File: config.mk
export PLATFORM = sky130hd
export DESIGN_NAME = smbus_txn_decoder
export DESIGN_NICKNAME = d
export VERILOG_FILES = /design/src/rtl/smbt_pkg.sv /design/src/rtl/smbt_wbuf.sv /design/src/rtl/smbt_rdpath.sv /design/src/rtl/smbus_txn_decoder.sv
export SDC_FILE = /design/constraint.sdc
export NUM_CORES = 1
export LEC_CHECK = 0
export BUFFER_PORTS_ARGS = -buffer_cell sky130_fd_sc_hd__buf_2
export CORE_UTILIZATION = 52
export DETAILED_ROUTE_END_ITERATION = 7
export PLACE_DENSITY_LB_ADDON = 0.12
export SYNTH_ARGS = -nofsm -noshare
export SYNTH_HDL_FRONTEND = slang
export SYNTH_SLANG_ARGS = --single-unit
export TNS_END_PERCENT = 100
File: constraint.sdc
create_clock -name clk -period 2.51 [get_ports clk]
set_input_delay 0.1255 -clock clk [delete_from_list [all_inputs] [get_ports clk]]
set_output_delay 0.1255 -clock clk [all_outputs]
set_load 0.01 [all_outputs]
File: src/rtl/smbt_pkg.sv
package smbt_pkg;

    typedef enum logic [2:0] {
        M_IDLE   = 3'd0,
        M_WDATA  = 3'd1,
        M_RXBYTE = 3'd2,
        M_RDATA  = 3'd3,
        M_DONE   = 3'd4,
        M_CONF   = 3'd5
    } mode_e;

    typedef enum logic {
        BE_RX_BYTE   = 1'b0,
        BE_READ_DATA = 1'b1
    } be_kind_e;

endpackage

File: src/rtl/smbt_wbuf.sv
module smbt_wbuf #(
    parameter int DEPTH = 34,
    parameter int CW    = $clog2(DEPTH + 1)
) (
    input  logic                 clk,
    input  logic                 rst_n,
    input  logic                 push,
    input  logic [7:0]           push_data,
    input  logic                 clr,
    input  logic                 inc,
    input  logic                 ovf_clr,
    output logic [CW-1:0]        count,
    output logic                 full,
    output logic                 ovf,
    output logic [DEPTH*8-1:0]   buf_flat
);

    typedef struct packed {
        logic [CW-1:0]           count;
        logic                    ovf;
        logic [DEPTH-1:0][7:0]   mem;
    } wb_t;

    wb_t s_d, s_q;

    assign full     = (s_q.count >= CW'(DEPTH));
    assign count    = s_q.count;
    assign ovf      = s_q.ovf;
    assign buf_flat = s_q.mem;

    always_comb begin
        s_d = s_q;
        if (ovf_clr) begin
            s_d.ovf = 1'b0;
        end
        if (clr) begin
            s_d.count = '0;
        end else if (inc) begin
            s_d.count = s_q.count + 1'b1;
        end else if (push) begin
            if (!full) begin
                for (int i = 0; i < DEPTH; i++) begin
                    if (s_q.count == CW'(i)) begin
                        s_d.mem[i] = push_data;
                    end
                end
                s_d.count = s_q.count + 1'b1;
            end else begin
                s_d.ovf = 1'b1;
            end
        end
    end

    always_ff @(posedge clk or negedge rst_n) begin
        if (!rst_n) begin
            s_q <= '0;
        end else begin
            s_q <= s_d;
        end
    end

    AST_NO_OVERFLOW: assert property (@(posedge clk) disable iff (!rst_n)
        (push && full && !clr && !inc && !ovf_clr) |=> (ovf && $stable(count)));

endmodule

File: src/rtl/smbt_rdpath.sv
module smbt_rdpath (
    input  logic       clk,
    input  logic       rst_n,
    input  logic       fetch,
    input  logic       zero_rsp,
    input  logic       be_valid,
    input  logic [7:0] be_data,
    output logic       rbyte_valid,
    output logic [7:0] rbyte_data,
    output logic       pending
);

    typedef struct packed {
        logic       pend;
        logic       vld;
        logic [7:0] data;
    } rp_t;

    rp_t s_d, s_q;

    assign rbyte_valid = s_q.vld;
    assign rbyte_data  = s_q.data;
    assign pending     = s_q.pend;

    always_comb begin
        s_d     = s_q;
        s_d.vld = 1'b0;
        if (zero_rsp) begin
            s_d.vld  = 1'b1;
            s_d.data = 8'h00;
        end else if (s_q.pend && be_valid) begin
            s_d.vld  = 1'b1;
            s_d.data = be_data;
            s_d.pend = 1'b0;
        end
        if (fetch) begin
            s_d.pend = 1'b1;
        end
    end

    always_ff @(posedge clk or negedge rst_n) begin
        if (!rst_n) begin
            s_q <= '0;
        end else begin
            s_q <= s_d;
        end
    end

    AST_RSP_FOLLOWS: assert property (@(posedge clk) disable iff (!rst_n)
        (pending && be_valid && !zero_rsp) |=> (rbyte_valid && rbyte_data == $past(be_data)));

    AST_ONE_OUTSTANDING: assert property (@(posedge clk) disable iff (!rst_n)
        fetch |-> !pending);

endmodule

File: src/rtl/smbus_txn_decoder.sv
module smbus_txn_decoder
    import smbt_pkg::*;
#(
    parameter int DEPTH = 34,
    parameter int CW    = $clog2(DEPTH + 1)
) (
    input  logic                 clk,
    input  logic                 rst_n,
    input  logic                 ev_start_wr,
    input  logic                 ev_start_rd,
    input  logic                 ev_stop,
    input  logic                 ev_nack,
    input  logic                 ev_wbyte,
    input  logic [7:0]           wbyte_data,
    input  logic                 ev_rreq,
    output logic                 rbyte_valid,
    output logic [7:0]           rbyte_data,
    output logic                 be_req,
    output logic                 be_kind,
    output logic [7:0]           be_cmd,
    output logic [CW-1:0]        be_off,
    input  logic                 be_valid,
    input  logic [7:0]           be_data,
    output logic                 disp_quick,
    output logic                 disp_quick_rd,
    output logic                 disp_send,
    output logic                 disp_write,
    output logic [7:0]           disp_cmd,
    output logic [CW-1:0]        disp_len,
    output logic [DEPTH*8-1:0]   disp_data,
    output logic                 ovf,
    output logic                 err
);

    typedef struct packed {
        mode_e          mode;
        logic [7:0]     cmd;
        logic           quick;
        logic           quick_rd;
        logic           send;
        logic           write;
        logic [7:0]     dcmd;
        logic [CW-1:0]  dlen;
    } st_t;

    st_t s_d, s_q;

    logic           wb_push, wb_clr, wb_inc, wb_ovf_clr, wb_full;
    logic [CW-1:0]  wb_count;
    logic [DEPTH*8-1:0] wb_flat;
    logic           rd_fetch, rd_zero, rd_pending;
    be_kind_e       kind_c;
    logic [7:0]     first_b;

    assign first_b = wb_flat[7:0];

    smbt_wbuf #(.DEPTH(DEPTH), .CW(CW)) u_wbuf (
        .clk       (clk),
        .rst_n     (rst_n),
        .push      (wb_push),
        .push_data (wbyte_data),
        .clr       (wb_clr),
        .inc       (wb_inc),
        .ovf_clr   (wb_ovf_clr),
        .count     (wb_count),
        .full      (wb_full),
        .ovf       (ovf),
        .buf_flat  (wb_flat)
    );

    smbt_rdpath u_rdpath (
        .clk         (clk),
        .rst_n       (rst_n),
        .fetch       (rd_fetch),
        .zero_rsp    (rd_zero),
        .be_valid    (be_valid),
        .be_data     (be_data),
        .rbyte_valid (rbyte_valid),
        .rbyte_data  (rbyte_data),
        .pending     (rd_pending)
    );

    always_comb begin
        s_d          = s_q;
        s_d.quick    = 1'b0;
        s_d.quick_rd = 1'b0;
        s_d.send     = 1'b0;
        s_d.write    = 1'b0;
        wb_push      = 1'b0;
        wb_clr       = 1'b0;
        wb_inc       = 1'b0;
        wb_ovf_clr   = 1'b0;
        rd_fetch     = 1'b0;
        rd_zero      = 1'b0;
        kind_c       = BE_RX_BYTE;

        if (ev_stop) begin
            unique case (s_q.mode)
                M_WDATA: begin
                    if (wb_count == '0) begin
                        s_d.quick = 1'b1;
                    end else if (wb_count == CW'(1)) begin
                        s_d.send = 1'b1;
                        s_d.dcmd = first_b;
                    end else begin
                        s_d.write = 1'b1;
                        s_d.dcmd  = first_b;
                        s_d.dlen  = wb_count - 1'b1;
                    end
                end
                M_RXBYTE: begin
                    s_d.quick    = 1'b1;
                    s_d.quick_rd = 1'b1;
                end
                default: ;
            endcase
            s_d.mode = M_IDLE;
            wb_clr   = 1'b1;
        end else if (ev_start_wr) begin
            if (s_q.mode == M_IDLE) begin
                s_d.mode   = M_WDATA;
                wb_ovf_clr = 1'b1;
            end else begin
                s_d.mode = M_CONF;
            end
        end else if (ev_start_rd) begin
            unique case (s_q.mode)
                M_IDLE:  s_d.mode = M_RXBYTE;
                M_WDATA: begin
                    if (wb_count == '0) begin
                        s_d.mode = M_CONF;
                    end else begin
                        s_d.cmd = first_b;
                        if (wb_count > CW'(1)) begin
                            s_d.write = 1'b1;
                            s_d.dcmd  = first_b;
                            s_d.dlen  = wb_count - 1'b1;
                        end
                        wb_clr   = 1'b1;
                        s_d.mode = M_RDATA;
                    end
                end
                default: s_d.mode = M_CONF;
            endcase
        end else if (ev_nack) begin
            unique case (s_q.mode)
                M_RDATA: s_d.mode = M_DONE;
                M_DONE:  ;
                default: s_d.mode = M_CONF;
            endcase
        end else if (ev_rreq) begin
            unique case (s_q.mode)
                M_RXBYTE: begin
                    rd_fetch = 1'b1;
                    kind_c   = BE_RX_BYTE;
                    s_d.mode = M_DONE;
                end
                M_RDATA: begin
                    rd_fetch = 1'b1;
                    kind_c   = BE_READ_DATA;
                    wb_inc   = 1'b1;
                end
                default: begin
                    rd_zero  = 1'b1;
                    s_d.mode = M_CONF;
                end
            endcase
        end else if (ev_wbyte) begin
            if (s_q.mode == M_WDATA) begin
                wb_push = 1'b1;
            end
        end
    end

    always_ff @(posedge clk or negedge rst_n) begin
        if (!rst_n) begin
            s_q <= '{mode: M_IDLE, default: '0};
        end else begin
            s_q <= s_d;
        end
    end

    assign be_req        = rd_fetch;
    assign be_kind       = kind_c;
    assign be_cmd        = s_q.cmd;
    assign be_off        = wb_count;
    assign disp_quick    = s_q.quick;
    assign disp_quick_rd = s_q.quick_rd;
    assign disp_send     = s_q.send;
    assign disp_write    = s_q.write;
    assign disp_cmd      = s_q.dcmd;
    assign disp_len      = s_q.dlen;
    assign disp_data     = wb_flat;
    assign err           = (s_q.mode == M_CONF);

    AST_ONE_DISPATCH: assert property (@(posedge clk) disable iff (!rst_n)
        $onehot0({disp_quick, disp_send, disp_write}));

    AST_WRITE_LEN: assert property (@(posedge clk) disable iff (!rst_n)
        disp_write |-> (disp_len != '0));

    AST_STOP_IDLE: assert property (@(posedge clk) disable iff (!rst_n)
        ev_stop |=> (s_q.mode == M_IDLE && wb_count == '0));

    AST_ERR_HOLD: assert property (@(posedge clk) disable iff (!rst_n)
        (err && !ev_stop) |=> err);

    AST_NACK_END: assert property (@(posedge clk) disable iff (!rst_n)
        (ev_nack && !ev_stop && !ev_start_wr && !ev_start_rd && s_q.mode == M_RDATA)
        |=> (s_q.mode == M_DONE));

    AST_REQ_COUNT: assert property (@(posedge clk) disable iff (!rst_n)
        (be_req && be_kind) |=> (wb_count == $past(be_off) + 1'b1));

endmodule

== After elaboration in Yosys (flattened, before gate mapping) ==
Index checks and enable logic that the tools add are counted.

* Bits in registers: 318
* Bits in latches: 0
* Memory bits (writable): 0
* Memory bits (read-only): 0
* Bits of input ports: 25
* Output and inout port bits: 317
* Memories kept: 0

* Add/sub/neg operators: 2
* Multipliers: 0
* Div/mod/pow operators: 0
* $lt $le $gt $ge: 2
* Equality and inequality tests: 44
* Shifts and indexed selects: 0
* Multiplexer cells: 105
* Bitwise operators: 6
* Reduce and logical (&&, ||, !) cells: 50

{| class="wikitable"
|+ Operator list
! cell !! number
|-
| 273-bit 2-to-1 mux || 2
|-
| 279-bit 2-to-1 mux || 1
|-
| 272-bit 2-to-1 mux || 1
|-
| 8-bit 2-to-1 mux || 34
|-
| 5-bit AND reduction || 36
|-
| 6-bit by 5-bit == test with 1-bit output, second input constant || 16
|-
| 15-bit 2-to-1 mux || 6
|-
| 6-bit by 4-bit == test with 1-bit output, second input constant || 8
|-
| 1-bit 2-to-1 mux || 41
|-
| 16-bit 2-to-1 mux || 2
|-
| 6-bit by 3-bit == test with 1-bit output, second input constant || 4
|-
| 3-bit 2-to-1 mux || 8
|-
| 6-bit 2-to-1 mux || 4
|-
| 3-bit one-hot mux with 2 select lines || 3
|-
| 6-bit by 2-bit == test with 1-bit output, second input constant || 2
|-
| 6-bit == test, second input constant || 2
|-
| 10-bit 2-to-1 mux || 1
|-
| 5-bit != test, second input constant || 2
|-
| 9-bit 2-to-1 mux || 1
|-
| 2-bit nonzero test || 4
|-
| 6-bit by 1-bit adder with 6-bit output, second input constant || 1
|-
| 3-bit by 2-bit == test with 1-bit output, second input constant || 2
|-
| 3-bit == test, second input constant || 2
|-
| 6-bit by 1-bit == test with 1-bit output, second input constant || 1
|-
| 18 further kinds || 25
|}

== Depth between registers and ports, before layout ==
* Word-level depth: 11
* Depth in mapped cells: 8

== By module ==
From an unflattened synthesis, not the netlist that was laid out.

* Cell total of the unflattened synthesis: 873
* Area total of the unflattened synthesis: 12983.7 sq um

{| class="wikitable"
|+ By module, submodules not included
! module !! instances !! cells an instance !! area each (sq um)
|-
| smbt_wbuf || 1 || 686 || 10890.4
|-
| smbus_txn_decoder || 1 || 145 || 1615.3
|-
| smbt_rdpath || 1 || 42 || 478.0
|}

== Least setup slack after synthesis ==
Ideal clock, no wire load.

* Path kind: reg2reg
* Start point: register u_wbuf.s_q (netlist bit u_wbuf.count[3])
* End point: register u_wbuf.s_q (netlist bit u_wbuf.buf_flat[256])
* Setup time: 0.125 ns
* Data arrival time: 2.263 ns
* Data required time: 2.385 ns
* Path slack: 0.122 ns
* Stages on the path, launching flop included: 7
* Path through: dfrtp_1 clkbuf_1 or3_1 o31a_1 nor3_2 nand4_2 mux2_2

* Longest elaborated chain between the ends: 8

{| class="wikitable"
|+ RTL lines
! item !! RTL line !! text
|-
| start: declaration || smbt_wbuf.sv:24 || <nowiki>wb_t s_d, s_q;</nowiki>
|-
| start signal: assignment || smbt_wbuf.sv:56 || <nowiki>s_q <= '0;</nowiki>
|-
| start signal: assignment || smbt_wbuf.sv:58 || <nowiki>s_q <= s_d;</nowiki>
|-
| 6-bit logical NOT || smbus_txn_decoder.sv:130 || <nowiki>if (wb_count == '0) begin</nowiki>
|-
| 1-bit 2-to-1 mux || smbus_txn_decoder.sv:130 ||
|-
| 1-bit 2-to-1 mux || smbus_txn_decoder.sv:127 || <nowiki>unique case (s_q.mode)</nowiki>
|-
| 1-bit 2-to-1 mux || smbus_txn_decoder.sv:126 || <nowiki>end else if (ev_start_rd) begin</nowiki>
|-
| 1-bit 2-to-1 mux || smbus_txn_decoder.sv:119 || <nowiki>end else if (ev_start_wr) begin</nowiki>
|-
| 1-bit 2-to-1 mux || smbus_txn_decoder.sv:97 || <nowiki>if (ev_stop) begin</nowiki>
|-
| 1-bit inverter (no source line) || - ||
|-
| 5-bit AND reduction (no source line) * || - ||
|}

Mark *: on every way between the ends. The rest lies on a longest branch, timed or not.
A chain may end at the register's enable or synchronous reset.

== Final worst setup path ==
* Start point: register u_wbuf.s_q (netlist bit u_wbuf.count[4])
* End point: register s_q (netlist bit disp_cmd[5])

* Longest elaborated chain between the ends: 3

{| class="wikitable"
|+ RTL lines
! item !! RTL line !! text
|-
| 6-bit by 1-bit greater-than comparator with 1-bit output or 6-bit logical NOT (tied branches) || smbus_txn_decoder.sv:134, smbus_txn_decoder.sv:100, smbus_txn_decoder.sv:130 ||
|-
| 2-bit nonzero test (no source line) or 1-bit inverter (tied branches) || - ||
|-
| 5-bit AND reduction (no source line) * || - ||
|-
| end signal: assignment || smbus_txn_decoder.sv:177 || <nowiki>s_q <= '{mode: M_IDLE, default: '0};</nowiki>
|-
| end signal: assignment || smbus_txn_decoder.sv:179 || <nowiki>s_q <= s_d;</nowiki>
|-
| end: declaration || smbus_txn_decoder.sv:46 || <nowiki>st_t s_d, s_q;</nowiki>
|}

Marked as above.

==> results_dict.tcl <==
set metrics [dict create \
    ys_seq_elements 318 \
    crit_type "flop to flop" \
    setup_tns_ns 0 \
    firstDrtPassIters 4 \
    critical_path.top_delay_family "compound AO/OA/AOI/OAI gates" \
    core_area_um2 23680 \
    yosysTopAreaCellShare_pct 62.63 \
    cts_tree "yes" \
    cts_root_buf "clkbuf_16" \
    die_h_um 158.3 \
    postSynth.asyncResetShare_pct 100.0 \
    drv_cap 0 \
    wirelength_mm 32.98 \
    r2r_end "disp_cmd[5]" \
    whs_ns 0.02834 \
    rr_startpoint "u_wbuf.count[4]" \
    grt_pass1_wl_mm 49.60 \
    numCtsBuffers 34 \
    clock_skew_ns 0.02155 \
    yosysUniqueCellTypes 53 \
    grt_pass1_vias 8377 \
    synth_warnings 0 \
    layout_min_cycle_time_ns 2.406 \
    final_nets 1248 \
    critical-path-max-stage-delay_ns 0.77 \
    setup_viol 0 \
    hp-class "input pin to flop" \
    synth-main-ff-cell "dfrtp_1" \
    crit_path_start_kind "flop" \
    rsz0062_at_grt "false" \
    dpl.hpwl_mm 22.06 \
    power_density_nw_per_um2 659.3 \
    peakVddDrop_v 0.0006092 \
    end_kind "flop" \
    r2r_setup_slack_ns 0.10 \
    n_antenna_cell 0 \
    path_cells "buf_4, nor2_1, a31oi_1, o21ai_1, mux2_2" \
    start_util_pct 53.65 \
    drv_slew 0 \
    drc 0 \
    synthesis.nets 883 \
    slowest_stage "o21ai_1" \
    ys_seq_area_share_pct 62.63 \
    wl_per_cell_um 21.14 \
    p_leak_uw 0.009160 \
    synth_top_area_cell "dfrtp_1" \
    cts_buffer_depth 3 \
    worstPathArrival_ns 2.77 \
    vias 8347 \
    die_w_um 158.3 \
    clk_latency_ns 0.50 \
    worstMarginPinSlew_ns 0.9629 \
    clock.fmax_ghz 0.4156 \
    drt_iter0_drc 520 \
    synth_cells 853 \
    drive_gt1_share_pct 60.27 \
    grt_max_degree 90 \
    yosys-top-cells-area "dfrtp_1, mux2_2, buf_4, a22o_1, clkbuf_1" \
    cp_max_fo 8 \
    portBuffers 341 \
    syn_area_per_cell_um2 14.90 \
    grt_use_total_pct 26.38 \
    viasPerCell 5.351 \
    area_growth_syn_to_layout_pct 26.38 \
    crit_buf_inv 1 \
    final_common_cell "buf_2" \
    synth_area_um2 12710 \
    cp.depth 5 \
    hold_viol 0 \
    startpoint "u_wbuf.count[4]" \
    cts_sinks 318 \
    dieArea_um2 25060 \
    required_ns 2.87 \
    htree_levels 2 \
    final_cell_mix "buf_2, dfrtp_1, mux2_2" \
    worstRegToRegCells 5 \
    slew_headroom_pct 35.38 \
    gp_congestion 0.9067 \
    synth_edf_count 0 \
    antenna_left 0 \
    status "complete, no violations" \
    gr-total-overflow 0 \
    antenna_found_initial 0 \
    clkTransAtPathRegs_ns 0.06 \
    period_share_pct 95.86 \
    pin_count 342 \
    crit_path_end "disp_cmd[5]" \
    num_rows 56 \
]
==> worst register-to-register path: cells and delay by family, from the launching register on <==
kind	cells	cell delay [ns]
buffers and inverters	1	0.16
muxes	1	0.43
and+or+nand+nor	1	0.39
AOI/OAI and AO/OA	2	0.92
DFF	1	0.39
==> Yosys cell counts, drive strengths merged, types with 4 or more instances <==
master,count
dfrtp,318
mux2,289
buf,37
clkbuf,31
nand2,29
nor2,20
a22o,14
o21ai,12
nand3,10
inv,9
nor3,8
nand4,7
a21oi,5
and3,5
ha,5
nand2b,5
a31oi,4
or3,4
xnor2,4
==> flip-flops by register name, indices dropped and copies added (netlist names) <==
signal                count
u_wbuf.buf_flat         272
be_cmd                    8
disp_cmd                  8
u_rdpath.rbyte_data       8
disp_len                  6
u_wbuf.count              6
s_q                       3
disp_quick                1
disp_quick_rd             1
disp_send                 1
disp_write                1
u_rdpath.pending          1
u_rdpath.rbyte_valid      1
u_wbuf.ovf                1
==> layer usage <==
metal	vias up	GRT usage (%)	wire, um
li1	3734	-	-
met1	4270	34.83	14160
met2	295	42.86	15600
met3	48	7.158	2532
met4	0	7.372	686
met5	-	0	0
==> logic make-up (layout without fill, tap and decap cells) <==
logic type | count (synthesis) | count (layout) | share of synthesized area [%]
flip-flops | 318 | 318 | 62.63
multiplexers | 290 | 290 | 25.69
AND/OR/NAND/NOR | 106 | 106 | 4.953
buffers and inverters | 77 | 465 | 2.994
AO/OA/AOI/OAI | 52 | 52 | 2.895
adder cells (fa/ha/maj) | 5 | 5 | 0.4924
XOR/XNOR | 5 | 5 | 0.3446
==> timing repair <==
item	in CTS	in global routing
resized for setup	0	2
setup endpoints to repair	0	6
hold buffers	10	0
buffers inserted	0	0
endpoints found under the hold margin	209	0
==> through the flow <==
step / instance area (um2) / worst slack [ns] / utilization (%) / total power, uW / cells
CTS: 16050 / 0.1425 / 67.76 / 10690 / 1560
floorplan: 12710 / 0.1221 / - / 5522 / 853
detailed placement: 14860 / 0.1251 / 62.74 / 5804 / 1491
global route: 16060 / 0.01432 / 67.80 / 10940 / 1560
finish: 16060 / 0.1040 / 67.80 / 10590 / 1560
global placement: 14860 / 0.1588 / 62.74 / 5801 / 1491
==> report_power, final <==
part / internal (uW) / total [uW] / leakage, uW / switching, uW
combinational: 157 / 480 / 0.00419 / 323
clock: 2940 / 4870 / 0.000539 / 1920
sequential: 5190 / 5240 / 0.00443 / 45.1
total: 8300 / 10600 / 0.00916 / 2290
==> final cells by class <==
class,count,area [um2]
Tap cell,319,399.1
Sequential cell,318,7958
Clock inverter,8,93.84
Timing Repair Buffer,397,2200
Fill cell,1799,7625
Multi-Input combinational cell,458,4378
Clock buffer,51,996.0
Inverter,9,33.78
==> how the worst min path moves through the flow <==
stage	from	end	slack, ns	cells past startpoint
floorplan	rst_n	be_cmd[0]	-0.17	0
global placement	rst_n	u_rdpath.rbyte_data[4]	0.06	1
detailed placement	rst_n	u_rdpath.rbyte_valid	0.06	1
CTS	ev_start_wr	u_wbuf.ovf	0.01	4
global route	ev_start_wr	u_wbuf.ovf	0.04	4
finish	ev_start_wr	u_wbuf.ovf	0.03	4
No activity file was read; power rests on OpenSTA's default activity.
